## src/rtl/sport_pkg.sv

```systemverilog
package sport_pkg;
  typedef enum logic [1:0] {
    FMT_L16 = 2'd0,
    FMT_L20 = 2'd1,
    FMT_MSB = 2'd2,
    FMT_I2S = 2'd3
  } fmt_e;

  // true when the sampled frame clock level denotes the left half
  function automatic logic left_half(input logic [1:0] fmt, input logic lr);
    return (fmt == FMT_I2S) ? ~lr : lr;
  endfunction

  // receive word is aligned to the end of the half
  function automatic logic tail_aligned(input logic [1:0] fmt);
    return (fmt == FMT_L16) || (fmt == FMT_L20);
  endfunction
endpackage

```

## src/rtl/sport_sync.sv

```systemverilog
module sport_sync #(
  parameter int STAGES = 2
) (
  input  logic clk,
  input  logic rst,
  input  logic bclk,
  input  logic lrclk,
  input  logic sdin,
  output logic rise,
  output logic fall,
  output logic lr_s,
  output logic sd_s
);
  logic [STAGES:0]   b_pipe;
  logic [STAGES-1:0] l_pipe;
  logic [STAGES-1:0] d_pipe;

  always_ff @(posedge clk) begin
    if (rst) begin
      b_pipe <= '0;
      l_pipe <= '0;
      d_pipe <= '0;
    end else begin
      b_pipe <= {b_pipe[STAGES-1:0], bclk};
      l_pipe <= {l_pipe[STAGES-2:0], lrclk};
      d_pipe <= {d_pipe[STAGES-2:0], sdin};
    end
  end

  assign rise = b_pipe[STAGES-1] & ~b_pipe[STAGES];
  assign fall = ~b_pipe[STAGES-1] & b_pipe[STAGES];
  assign lr_s = l_pipe[STAGES-1];
  assign sd_s = d_pipe[STAGES-1];
endmodule

```

## src/rtl/sport_tx.sv

```systemverilog
module sport_tx import sport_pkg::*; #(
  parameter int W  = 20,
  parameter int CW = 8
) (
  input  logic         clk,
  input  logic         rst,
  input  logic         fall,
  input  logic         lr_s,
  input  logic [1:0]   fmt,
  input  logic [W-1:0] word_l,
  input  logic [W-1:0] word_r,
  output logic         sd
);
  localparam int IW = $clog2(W);
  localparam logic [CW-1:0] CMAX = '1;

  logic          primed, live, lr_prev;
  logic [CW-1:0] cnt, cnt_nxt, pos;
  logic [W-1:0]  hold_l, hold_r, word;
  logic          start, left_now, bit_on;
  logic [IW-1:0] idx;

  always_comb begin
    left_now = left_half(fmt, lr_s);
    start    = primed && (lr_s != lr_prev);
    cnt_nxt  = start ? '0 : ((cnt == CMAX) ? cnt : cnt + 1'b1);
    if (start && left_now) word = word_l;
    else if (left_now)     word = hold_l;
    else                   word = hold_r;
    if (fmt == FMT_I2S) begin
      bit_on = (cnt_nxt != '0) && (cnt_nxt <= CW'(W));
      pos    = cnt_nxt - 1'b1;
    end else begin
      bit_on = cnt_nxt < CW'(W);
      pos    = cnt_nxt;
    end
    idx = IW'(W - 1) - IW'(pos);
  end

  always_ff @(posedge clk) begin
    if (rst) begin
      primed  <= 1'b0;
      live    <= 1'b0;
      lr_prev <= 1'b0;
      cnt     <= '0;
      hold_l  <= '0;
      hold_r  <= '0;
      sd      <= 1'b0;
    end else if (fall) begin
      primed  <= 1'b1;
      lr_prev <= lr_s;
      cnt     <= cnt_nxt;
      if (start && left_now) begin
        live   <= 1'b1;
        hold_l <= word_l;
        hold_r <= word_r;
      end
      sd <= (live || (start && left_now)) && bit_on && word[idx];
    end
  end

  // the serial output moves only one cycle after a detected falling edge
  assert_out_moves_on_fall_R11: assert property (@(posedge clk) disable iff (rst)
    !$past(fall) |-> $stable(sd));
endmodule

```

## src/rtl/sport_rx.sv

```systemverilog
module sport_rx import sport_pkg::*; #(
  parameter int W  = 20,
  parameter int SW = 16,
  parameter int CW = 8
) (
  input  logic         clk,
  input  logic         rst,
  input  logic         rise,
  input  logic         lr_s,
  input  logic         sd_s,
  input  logic [1:0]   fmt,
  output logic [W-1:0] rx_left,
  output logic [W-1:0] rx_right,
  output logic         rx_valid
);
  localparam int IW  = $clog2(W);
  localparam int PAD = W - SW;
  localparam logic [CW-1:0] CMAX = '1;

  logic          primed, clean, have_l, lr_prev;
  logic [CW-1:0] cnt, cnt_nxt, pos;
  logic [W-1:0]  acc, acc_nxt, part_l, done_word;
  logic          start, prev_left, bit_on;
  logic [IW-1:0] idx;

  always_comb begin
    start     = primed && (lr_s != lr_prev);
    prev_left = left_half(fmt, lr_prev);
    cnt_nxt   = start ? '0 : ((cnt == CMAX) ? cnt : cnt + 1'b1);
    done_word = (fmt == FMT_L16) ? {acc[SW-1:0], {PAD{1'b0}}} : acc;
    if (fmt == FMT_I2S) begin
      bit_on = (cnt_nxt != '0) && (cnt_nxt <= CW'(W));
      pos    = cnt_nxt - 1'b1;
    end else begin
      bit_on = cnt_nxt < CW'(W);
      pos    = cnt_nxt;
    end
    idx     = IW'(W - 1) - IW'(pos);
    acc_nxt = start ? '0 : acc;
    if (tail_aligned(fmt)) acc_nxt = {acc_nxt[W-2:0], sd_s};
    else if (bit_on)       acc_nxt[idx] = sd_s;
  end

  always_ff @(posedge clk) begin
    if (rst) begin
      primed   <= 1'b0;
      clean    <= 1'b0;
      have_l   <= 1'b0;
      lr_prev  <= 1'b0;
      cnt      <= '0;
      acc      <= '0;
      part_l   <= '0;
      rx_left  <= '0;
      rx_right <= '0;
      rx_valid <= 1'b0;
    end else begin
      rx_valid <= 1'b0;
      if (rise) begin
        primed  <= 1'b1;
        lr_prev <= lr_s;
        cnt     <= cnt_nxt;
        acc     <= acc_nxt;
        if (start) begin
          clean <= 1'b1;
          if (clean) begin
            if (prev_left) begin
              part_l <= done_word;
              have_l <= 1'b1;
            end else if (have_l) begin
              rx_left  <= part_l;
              rx_right <= done_word;
              rx_valid <= 1'b1;
              have_l   <= 1'b0;
            end
          end
        end
      end
    end
  end

  // strobe lasts one cycle
  assert_valid_single_R10: assert property (@(posedge clk) disable iff (rst)
    rx_valid |=> !rx_valid);
  // receive words change only together with the strobe
  assert_words_held_R10: assert property (@(posedge clk) disable iff (rst)
    !rx_valid |-> ($stable(rx_left) && $stable(rx_right)));
  // a strobe always follows a detected rising bit-clock edge
  assert_valid_after_rise_R10: assert property (@(posedge clk) disable iff (rst)
    rx_valid |-> $past(rise));
endmodule

```

## src/rtl/stereo_serial_port.sv

```systemverilog
module stereo_serial_port #(
  parameter int WORD_W      = 20,
  parameter int SHORT_W     = 16,
  parameter int CNT_W       = 8,
  parameter int SYNC_STAGES = 2
) (
  input  logic              clk,
  input  logic              rst,
  input  logic [1:0]        fmt,
  input  logic              bit_clk,
  input  logic              frame_clk,
  input  logic              ser_in,
  output logic              ser_out,
  input  logic [WORD_W-1:0] tx_left,
  input  logic [WORD_W-1:0] tx_right,
  output logic [WORD_W-1:0] rx_left,
  output logic [WORD_W-1:0] rx_right,
  output logic              rx_valid
);
  logic bclk_rise, bclk_fall, lr_s, sd_s;

  sport_sync #(.STAGES(SYNC_STAGES)) u_sync (
    .clk(clk), .rst(rst), .bclk(bit_clk), .lrclk(frame_clk), .sdin(ser_in),
    .rise(bclk_rise), .fall(bclk_fall), .lr_s(lr_s), .sd_s(sd_s)
  );

  sport_tx #(.W(WORD_W), .CW(CNT_W)) u_tx (
    .clk(clk), .rst(rst), .fall(bclk_fall), .lr_s(lr_s), .fmt(fmt),
    .word_l(tx_left), .word_r(tx_right), .sd(ser_out)
  );

  sport_rx #(.W(WORD_W), .SW(SHORT_W), .CW(CNT_W)) u_rx (
    .clk(clk), .rst(rst), .rise(bclk_rise), .lr_s(lr_s), .sd_s(sd_s), .fmt(fmt),
    .rx_left(rx_left), .rx_right(rx_right), .rx_valid(rx_valid)
  );
endmodule

```

## config.mk

```make
export PLATFORM = sky130hd
export DESIGN_NAME = stereo_serial_port
export DESIGN_NICKNAME = d
export VERILOG_FILES = /design/src/rtl/sport_pkg.sv /design/src/rtl/sport_sync.sv /design/src/rtl/sport_tx.sv /design/src/rtl/sport_rx.sv /design/src/rtl/stereo_serial_port.sv
export SDC_FILE = /design/constraint.sdc
export NUM_CORES = 1
export LEC_CHECK = 0
export ABC_AREA = 1
export BUFFER_PORTS_ARGS = -buffer_cell sky130_fd_sc_hd__buf_4
export CORE_UTILIZATION = 40
export DETAILED_ROUTE_END_ITERATION = 8
export GPL_TIMING_DRIVEN = 0
export HOLD_SLACK_MARGIN = 0.02
export PLACE_DENSITY_LB_ADDON = 0.3
export SYNTH_ARGS = -nofsm -noshare
export SYNTH_HDL_FRONTEND = slang
export SYNTH_HIERARCHICAL = 1
export SYNTH_SLANG_ARGS = --single-unit
export TNS_END_PERCENT = 30
```

## constraint.sdc

```tcl
create_clock -name clk -period 3.1 [get_ports clk]
set_input_delay 0.31 -clock clk [delete_from_list [all_inputs] [get_ports clk]]
set_output_delay 0.31 -clock clk [all_outputs]
set_load 0.005 [all_outputs]
```

# Word-level counts from Yosys, hierarchy flattened
# Index checks and enable logic that the tools add are counted.
dict set report op_classes {
  n_addsub 6
  n_mul 0
  div_mod_pow 0
  n_lt_le_gt_ge 7
  n_eq_ne 6
  shifts 0
  mux 23
  n_bitwise 10
  reduce_logical 19
}
# operator count
set ops {}
lappend ops {{$mux 20} 6}
lappend ops {{$mux 8} 4}
lappend ops {{$bwmux 20} 1}
lappend ops {{$add 8x1->8 const B} 2}
lappend ops {{$eq 8x8->1 const B} 2}
lappend ops {{$le 8x5->1 const B} 2}
lappend ops {{$lt 8x5->1 const B} 2}
lappend ops {{$reduce_bool 8->1} 2}
lappend ops {{$lt 5x6->1 const B} 2}
lappend ops {{$mux 5} 2}
lappend ops {{$sub 5x1->5 const B} 2}
lappend ops {{$sub 5x5->5 const A} 2}
lappend ops {{$logic_and 1x1->1} 8}
lappend ops {{$mux 1} 8}
lappend ops {{$not 1->1} 8}
lappend ops {{$bmux 1 s5} 1}
lappend ops {{$demux 1 s5} 1}
lappend ops {{$ge 5x1->1 const B} 1}
lappend ops {{$reduce_and 5->1} 1}
lappend ops {{$reduce_or 5->1} 1}
lappend ops {{$reduce_and 2->1} 2}
lappend ops {{$reduce_and 4->1} 1}
lappend ops {{$reduce_and 3->1} 1}
lappend ops {{$and 1x1->1} 2}
lappend ops {{5 further kinds} 7}
dict set report word_totals {
  ff_bits 152
  latchBits 0
  ramBits 0
  romBits 0
  input_bits 47
  output_inout_bits 42
  elab_cells 91
  mem_count 0
}

# Logic depth before layout (Yosys ltp)
# Gate-level depths: netlist (run 1).
dict set report depth {
  depth_word 13
  depth_mapped 21
  depth_no_buf 21
}

# Hierarchy
# Netlist (run 1), hierarchy kept.
# module instances cells_per_inst area_each_um2
set by_module_without_submodules {}
lappend by_module_without_submodules {sport_rx 1 672 4695.8}
lappend by_module_without_submodules {sport_tx 1 464 3106.7}
lappend by_module_without_submodules {sport_sync 1 24 203.9}

# Worst setup path after synthesis (run 1)
# Ideal clock, no wire load.
dict set report synth_timing {
  path_kind {reg2reg}
  from {register u_rx.cnt[0]}
  to {register u_rx.acc[17]}
  setup_time_ps 119
  arrival_ps 2873
  path_slack_ps 107
  path_stages_with_launch 19
  cell_sequence {dfxtp_1 ha_1 inv_1 nor2_4 nand2_4 nand2_1 nand3_2 ha_1 nand2_1 nand3_1 nand2_2 inv_1 ha_1 nor2_2 nand3_2 nor2_1 nand2_1 nand3_1 a21oi_1}
}
dict set report synth_between {
  elab_chain_len 13
  elab_cells_between_ends 20
}
# item line_no
set synth_lines {}
lappend synth_lines {{start: declaration} sport_rx.sv:21} ;# logic [CW-1:0] cnt, cnt_nxt, pos;
lappend synth_lines {{start signal: assignment} sport_rx.sv:61} ;# cnt <= cnt_nxt;
lappend synth_lines {{$add 8x1->8 / $eq 8x8->1 (equally long branches)} sport_rx.sv:29} ;# cnt_nxt = start ? '0 : ((cnt == CMAX) ? cnt : cnt + 1'b1);
lappend synth_lines {{$mux 8 (*) (2 in a row)} sport_rx.sv:29}
lappend synth_lines {{$sub 5x1->5} sport_rx.sv:33} ;# pos = cnt_nxt - 1'b1;
lappend synth_lines {{$mux 5} sport_rx.sv:31} ;# if (fmt == FMT_I2S) begin
lappend synth_lines {{$sub 5x5->5} sport_rx.sv:38} ;# idx = IW'(W - 1) - IW'(pos);
lappend synth_lines {{$lt 5x6->1 (implied by the code) / $ge 5x1->1 (equally long branches)} sport_rx.sv:41} ;# else if (bit_on) acc_nxt[idx] = sd_s;
lappend synth_lines {{$logic_and 1x1->1 (implied by the code)} sport_rx.sv:41}
lappend synth_lines {{$mux 1 (implied by the code)} sport_rx.sv:41}
lappend synth_lines {{$demux 1 s5} -}
lappend synth_lines {{$bwmux 20} sport_rx.sv:41}
lappend synth_lines {{$mux 20 (*)} sport_rx.sv:41}
lappend synth_lines {{$mux 20 (*)} sport_rx.sv:40} ;# if (tail_aligned(fmt)) acc_nxt = {acc_nxt[W-2:0], sd_s};
lappend synth_lines {{end signal: assignment} sport_rx.sv:62} ;# acc <= acc_nxt;
lappend synth_lines {{end: declaration} sport_rx.sv:22} ;# logic [W-1:0] acc, acc_nxt, part_l, done_word;
# Mark *: on every way between the ends. The rest lies on a longest branch, timed or not.
# A chain may end at the register's enable or synchronous reset.

# Worst setup path in the final report (run 1)
dict set report layout_timing {
  from {register u_rx.cnt[0]}
  to {register u_rx.acc[19]}
}
# The elaborated chain is that of the path after synthesis.

==> results of run 1 <==
==> cell usage in the layout, fill, tap and decap left out, types with 5 or more instances in the layout <==
cell type,instances
nand4_1,8
nand2_4,10
nor2_1,113
nand2_1,196
clkbuf_16,17
clkbuf_1,47
a21oi_1,115
nor2_4,7
o21ai_0,143
inv_1,119
inv_2,10
nand3_1,104
nand3_4,10
buf_4,92
o21ai_1,29
buf_2,11
nand2_2,17
or2_2,5
dfxtp_1,147
nand3_2,10
==> routing by layer <==
layer	vias up	global-route usage [%]	wire, µm
met1	3543	28.2	9950
met2	273	34.3	9520
met5	-	0	0
li1	4031	-	-
met3	31	3.63	1230
met4	0	7.28	405
==> worst max-delay path, stage by stage (launching register included) <==
cell and delay [ns]:
dfxtp_4 0.39, ha_4 0.17, inv_1 0.06, nor2_4 0.15, nand2_4 0.11, nand2_1 0.10, nand3_2 0.11, ha_1 0.23
nand2_2 0.11, nand3_2 0.12, nand2_4 0.15, inv_2 0.08, ha_4 0.28, nor2_4 0.19, nand3_4 0.14, nor2_1 0.14
nand2_1 0.06, nand3_1 0.09, a21oi_1 0.06
==> worst paths after layout <==
check | from | to | depth (start not counted) | slack [ns]
hold reg to reg | u_sync/b_pipe[0]$_SDFF_PP0_ | u_sync/b_pipe[1]$_SDFF_PP0_ | 2 | 0.40
setup / recovery | u_rx/cnt[0]$_SDFFE_PP0P_ | u_rx/acc[19]$_SDFFE_PP0P_ | 18 | 0.24
hold / removal | ser_in | u_sync/d_pipe[0]$_SDFF_PP0_ | 3 | 0.08
setup reg to reg | u_rx/cnt[0]$_SDFFE_PP0P_ | u_rx/acc[19]$_SDFFE_PP0P_ | 18 | 0.24
==> sequential cells by signal, summed over array words and instances, names as in the netlist, 2 cells and up <==
name	flops
u_rx/acc	20
u_rx/part_l	20
u_rx/rx_left	20
u_rx/rx_right	20
u_tx/hold_l	20
u_tx/hold_r	20
u_rx/cnt	8
u_tx/cnt	8
u_sync/b_pipe	3
u_sync/d_pipe	2
u_sync/l_pipe	2
==> timing repair <==
item | in CTS | in global routing
endpoints found under the setup margin | 20 | 21
gates cloned | 0 | 0
resized for setup | 7 | 13
pin swaps | 0 | 1
buffers inserted | 0 | 1
==> cells in the mapped netlist <==
cell,count
nand2_4,8
clkbuf_1,45
nand2_1,197
a21oi_4,2
or2_0,1
or2_2,5
nand3_2,11
a211oi_1,2
nand2_2,18
o211ai_2,3
nand3_1,105
buf_6,4
o211ai_1,4
or2_1,3
o21a_1,1
inv_1,120
nor2_1,114
a21oi_1,115
dfxtp_1,152
buf_1,1
nand3_4,8
nor2_2,4
a31oi_1,2
o31ai_1,1
and2_4,1
ha_1,7
nand4_1,8
o21ai_0,143
xnor2_1,4
xor2_1,3
o21bai_1,1
nand4_2,1
buf_2,11
a21oi_2,3
nor2_4,6
inv_2,9
nand3b_1,2
o21ai_1,29
o21ai_4,2
buf_4,3
o21ai_2,1
==> final cells by class <==
class / count / share of cell area (%)
Multi-Input combinational cell: 815 / 43.9
Clock inverter: 12 / 1.68
Inverter: 129 / 5.00
Tap cell: 265 / 3.42
Timing Repair Buffer: 89 / 6.89
Buffer: 64 / 3.05
Sequential cell: 152 / 31.5
Clock buffer: 20 / 4.61
==> stage by stage <==
stage	setup slack, ns	utilization, %
after global routing	-0.0253	49.6
after global placement	-0.196	46.1
after detailed placement	-0.236	46.1
after floorplan	0.107	-
final	0.240	49.6
after CTS	0.0507	49.4
==> power by group through the flow <==
stage	logic (W)	registers [W]	clock network, W
after global routing	0.000560	0.00201	0.00227
after floorplan	0.000329	0.00204	0
final	0.000502	0.00201	0.00215
after detailed placement	0.000473	0.00205	0
after CTS	0.000488	0.00201	0.00219
after global placement	0.000470	0.00205	0
==> cells by family (layout without fill, tap and decap cells) <==
logic type | count (synthesis) | in the layout | synth area share [%]
compound gates | 309 | 309 | 20.7
xor+xnor | 7 | 7 | 0.766
fa+ha+maj | 7 | 7 | 1.09
buf+inv | 193 | 314 | 9.74
flops | 152 | 152 | 38.0
simple gates | 492 | 492 | 29.7
==> results_dict.tcl, run 1 <==
set metrics [dict create \
    routedWlPerCell_um 13.7 \
    place_congestion 0.897 \
    clkLatencyLatePin_ns 0.43 \
    drc 0 \
    synth_top_area_share_pct 38.0 \
    outcome "complete, no violations" \
    startpoint_type "flop" \
    tns_ns 0 \
    num_antenna_cells 0 \
    io_buffers 88 \
    cts_tree "yes" \
    syn_area_um2 8010 \
    grt_pass1_vias 7041 \
    worst_pin_slew_ns 0.601 \
    vias 7878 \
    seqPwrFrac_pct 43.1 \
    maxCapViolations 0 \
    internal-power_w 0.00346 \
    multiInputGateArea_um2 4250 \
    setup_viol 0 \
    yosysTopAreaCell "dfxtp_1" \
    regArea_um2 3050 \
    vdd_drop_max_mv 0.372 \
    fin_skew_ns 0.00767 \
    p_comb_share_pct 10.8 \
    syn_inst 1160 \
    syn_avg_cell_area_um2 6.90 \
    postCtsHoldBufs 0 \
    numClockSinks 152 \
    row_count 51 \
    finalWirelength_um 21100 \
    worstSetupPathType "flop to flop" \
    ioPinCount 89 \
    hold_viol_final 0 \
    required_ns 3.41 \
    synth-seq-cells 152 \
    finalMaxSlewViolations 0 \
    clkTransAtPathRegs_ns 0.06 \
    fillers 2021 \
    synth_area_leaders "dfxtp_1 38%, nand2_1 9.2%, o21ai_0 8.9%" \
    fin_area_um2 9690 \
    clockRootBuffer "clkbuf_16" \
    drtIter0Drc 434 \
    clock_path_buffers 2 \
    p_clk_share_pct 46.2 \
    die_area_um2 20600 \
    relSlewSlack_pct 59.9 \
    drive_gt1_share_pct 18.0 \
    antenna_found_initial 0 \
    cp_max_fo 8 \
    grt_pass1_wl_um 34300 \
    area_growth_pct 21.1 \
    htreeDepth 4 \
    min_period_ns 2.86 \
    die-height_um 143 \
    drt_pass1_iterations 6 \
    grt_usage_pct 21.1 \
    yosysSeqAreaShare_pct 38.0 \
    grt_start_max_net_pins 17 \
    via_per_inst 5.10 \
    synth_cell_types 41 \
    dp.cells 1513 \
    initial_core_util_pct 41.0 \
    overflow 0 \
    leakage_nw 3.96 \
    switching_share_pct 25.9 \
    hold_ws_ns 0.0831 \
    place_area_um2 9000 \
    hp-class "input pin to flop" \
    end_kind "flop" \
    ys_warn_count 6 \
    die_w_um 143 \
    synth_fp_nets 1214 \
    dp_hpwl_um 15500 \
    nets 1322 \
    cts_buffers 17 \
    fmax_mhz 350 \
    p_sw_w 0.00121 \
    finalCritPeriodShare_pct 92.3 \
    fin_cells 1546 \
    ant_nets 0 \
    worstPathArrival_ns 3.17 \
    power_w 0.00466 \
    core-area_um2 19500 \
    powerDensity_nw_per_um2 481 \
]
Power figures use the tool's default switching activity.
==> run 2, diff against run 1 <==
- PLACE_DENSITY: unset -> 0.67
- PLACE_DENSITY_LB_ADDON: 0.3 -> unset
==> results_dict.tcl, run 2 (synthesized netlist as in run 1, its figures left out) <==
set metrics [dict create \
    die_area_um2 20600 \
    dp_hpwl_um 15600 \
    nets 1323 \
    finalWirelength_um 21200 \
    core-area_um2 19500 \
    place_ws_ns -0.260 \
    via_per_inst 5.09 \
    end_kind "flop" \
    fin_skew_ns 0.0130 \
    clock_path_buffers 2 \
    ant_nets 0 \
    fmax_mhz 351 \
    row_count 51 \
    tns_ns 0 \
    powerDensity_nw_per_um2 485 \
    io_buffers 88 \
    die_w_um 143 \
    antenna_found_initial 0 \
    clkLatencyLatePin_ns 0.43 \
    cts_tree "yes" \
    overflow 0 \
    clkTransAtPathRegs_ns 0.07 \
    vdd_drop_max_mv 0.378 \
    htreeDepth 4 \
    place_congestion 0.877 \
    path_cells "ha_2, nand2_2, nor2_4, nand2_4, nand2_4, nand3_2, ha_1, nand2_1, nand3_1, nand2_1, inv_1, ha_1, nor2_1, nand2_1, nand2_1, inv_1, nand2_1, nand2_1, nand2_1, a21oi_2" \
    routedWlPerCell_um 13.7 \
    outcome "complete, no violations" \
    grt_pass1_wl_um 34500 \
    required_ns 3.39 \
    numClockSinks 152 \
    drc 0 \
    maxCapViolations 0 \
    finalCritPeriodShare_pct 91.9 \
    internal-power_w 0.00344 \
    hold_viol_final 0 \
    cp_max_fo 7 \
    drive_gt1_share_pct 18.0 \
    p_clk_share_pct 46.7 \
    place_area_um2 9000 \
    initial_core_util_pct 41.0 \
    grt_pass1_vias 6980 \
    setup_viol 0 \
    finalMaxSlewViolations 0 \
    setup_slack_ns 0.250 \
    switching_share_pct 26.7 \
    worstSetupPathType "flop to flop" \
    final_common_cell "nand2_1" \
    clockRootBuffer "clkbuf_16" \
    startpoint_type "flop" \
    hp-class "input pin to flop" \
    worst_pin_slew_ns 0.600 \
    p_sw_w 0.00126 \
    grt_usage_pct 21.1 \
    num_antenna_cells 0 \
    min_period_ns 2.85 \
    p_comb_share_pct 10.5 \
    seqPwrFrac_pct 42.7 \
    crit_path_frequent_cell "nand2_1" \
    relSlewSlack_pct 60.0 \
    leakage_nw 3.97 \
    grt_start_max_net_pins 17 \
    slowest_stage "dfxtp_4" \
    drtIter0Drc 466 \
    fin_area_um2 9690 \
    rsz0062_at_grt "no" \
    cts_buffers 17 \
    cp_slowest_stage_delay_ns 0.39 \
    final_cell_mix "197 x nand2_1, 147 x dfxtp_1, 143 x o21ai_0, 120 x inv_1, 115 x a21oi_1" \
    fillers 1938 \
    drt_pass1_iterations 5 \
    worstPathArrival_ns 3.14 \
    die-height_um 143 \
    area_growth_pct 21.0 \
    vias 7863 \
    ioPinCount 89 \
]
## run 2: power by group through the flow
stage               Combinational (W)  Sequential, W  Clock [W]
floorplan                    0.000329        0.00204          0
global route                 0.000551        0.00201    0.00232
finish                       0.000494        0.00201    0.00220
detailed placement           0.000475        0.00205          0
global placement             0.000470        0.00205          0
CTS                          0.000481        0.00201    0.00223
## run 2: through the flow
stage	instances	utilization, %	power, W	hold slack (ns)
floorplan	1160	-	0.00237	0.379
global placement	1513	46.1	0.00252	0.390
detailed placement	1513	46.1	0.00253	0.399
CTS	1544	49.4	0.00472	0.0816
global route	1546	49.6	0.00488	0.0923
finish	1546	49.6	0.00470	0.0924
## run 2: critical path: cells and delay by family, from the launching register on
family / cells / cell delay [ns]
flip-flops: 1 / 0.39
AND/OR/NAND/NOR: 14 / 1.32
buffers and inverters: 2 / 0.13
AO/OA/AOI/OAI: 1 / 0.05
adder cells (fa/ha/maj): 3 / 0.82
## run 2: cell type report
| type | instances | area, µm² | area share [%] |
|---|---|---|---|
| plain buffers | 64 | 295 | 3.05 |
| well taps | 265 | 332 | 3.42 |
| clock inverters | 14 | 190 | 1.96 |
| inverters | 129 | 484 | 5.00 |
| flip-flops and latches | 152 | 3050 | 31.5 |
| repair buffers | 90 | 676 | 6.97 |
| multi-input cells | 815 | 4230 | 43.7 |
| clock buffers | 17 | 425 | 4.39 |
## run 2: worst paths after layout
kind,startpoint,to,slack (ns),cells after the start
setup / recovery,u_tx/cnt[0]$_SDFFE_PP0P_,u_tx/sd$_SDFFE_PP0P_,0.25,20
hold / removal,ser_in,u_sync/d_pipe[0]$_SDFF_PP0_,0.09,3
setup reg to reg,u_tx/cnt[0]$_SDFFE_PP0P_,u_tx/sd$_SDFFE_PP0P_,0.25,20
hold reg to reg,u_sync/d_pipe[0]$_SDFF_PP0_,u_sync/d_pipe[1]$_SDFF_PP0_,0.41,2
## run 2: metal layers
metal | vias up | routed length (µm) | GRT usage (%)
li1 | 4040 | - | -
met1 | 3563 | 9950 | 28.6
met2 | 240 | 9780 | 34.2
met3 | 20 | 1210 | 3.63
met4 | 0 | 263 | 5.88
met5 | - | 0 | 0
## run 2: what timing repair did
item	CTS	global route
endpoints found under the hold margin	0	0
hold buffers	0	0
setup buffers	0	2
endpoints found under the setup margin	20	21
resized for setup	7	9
pin swaps	0	2
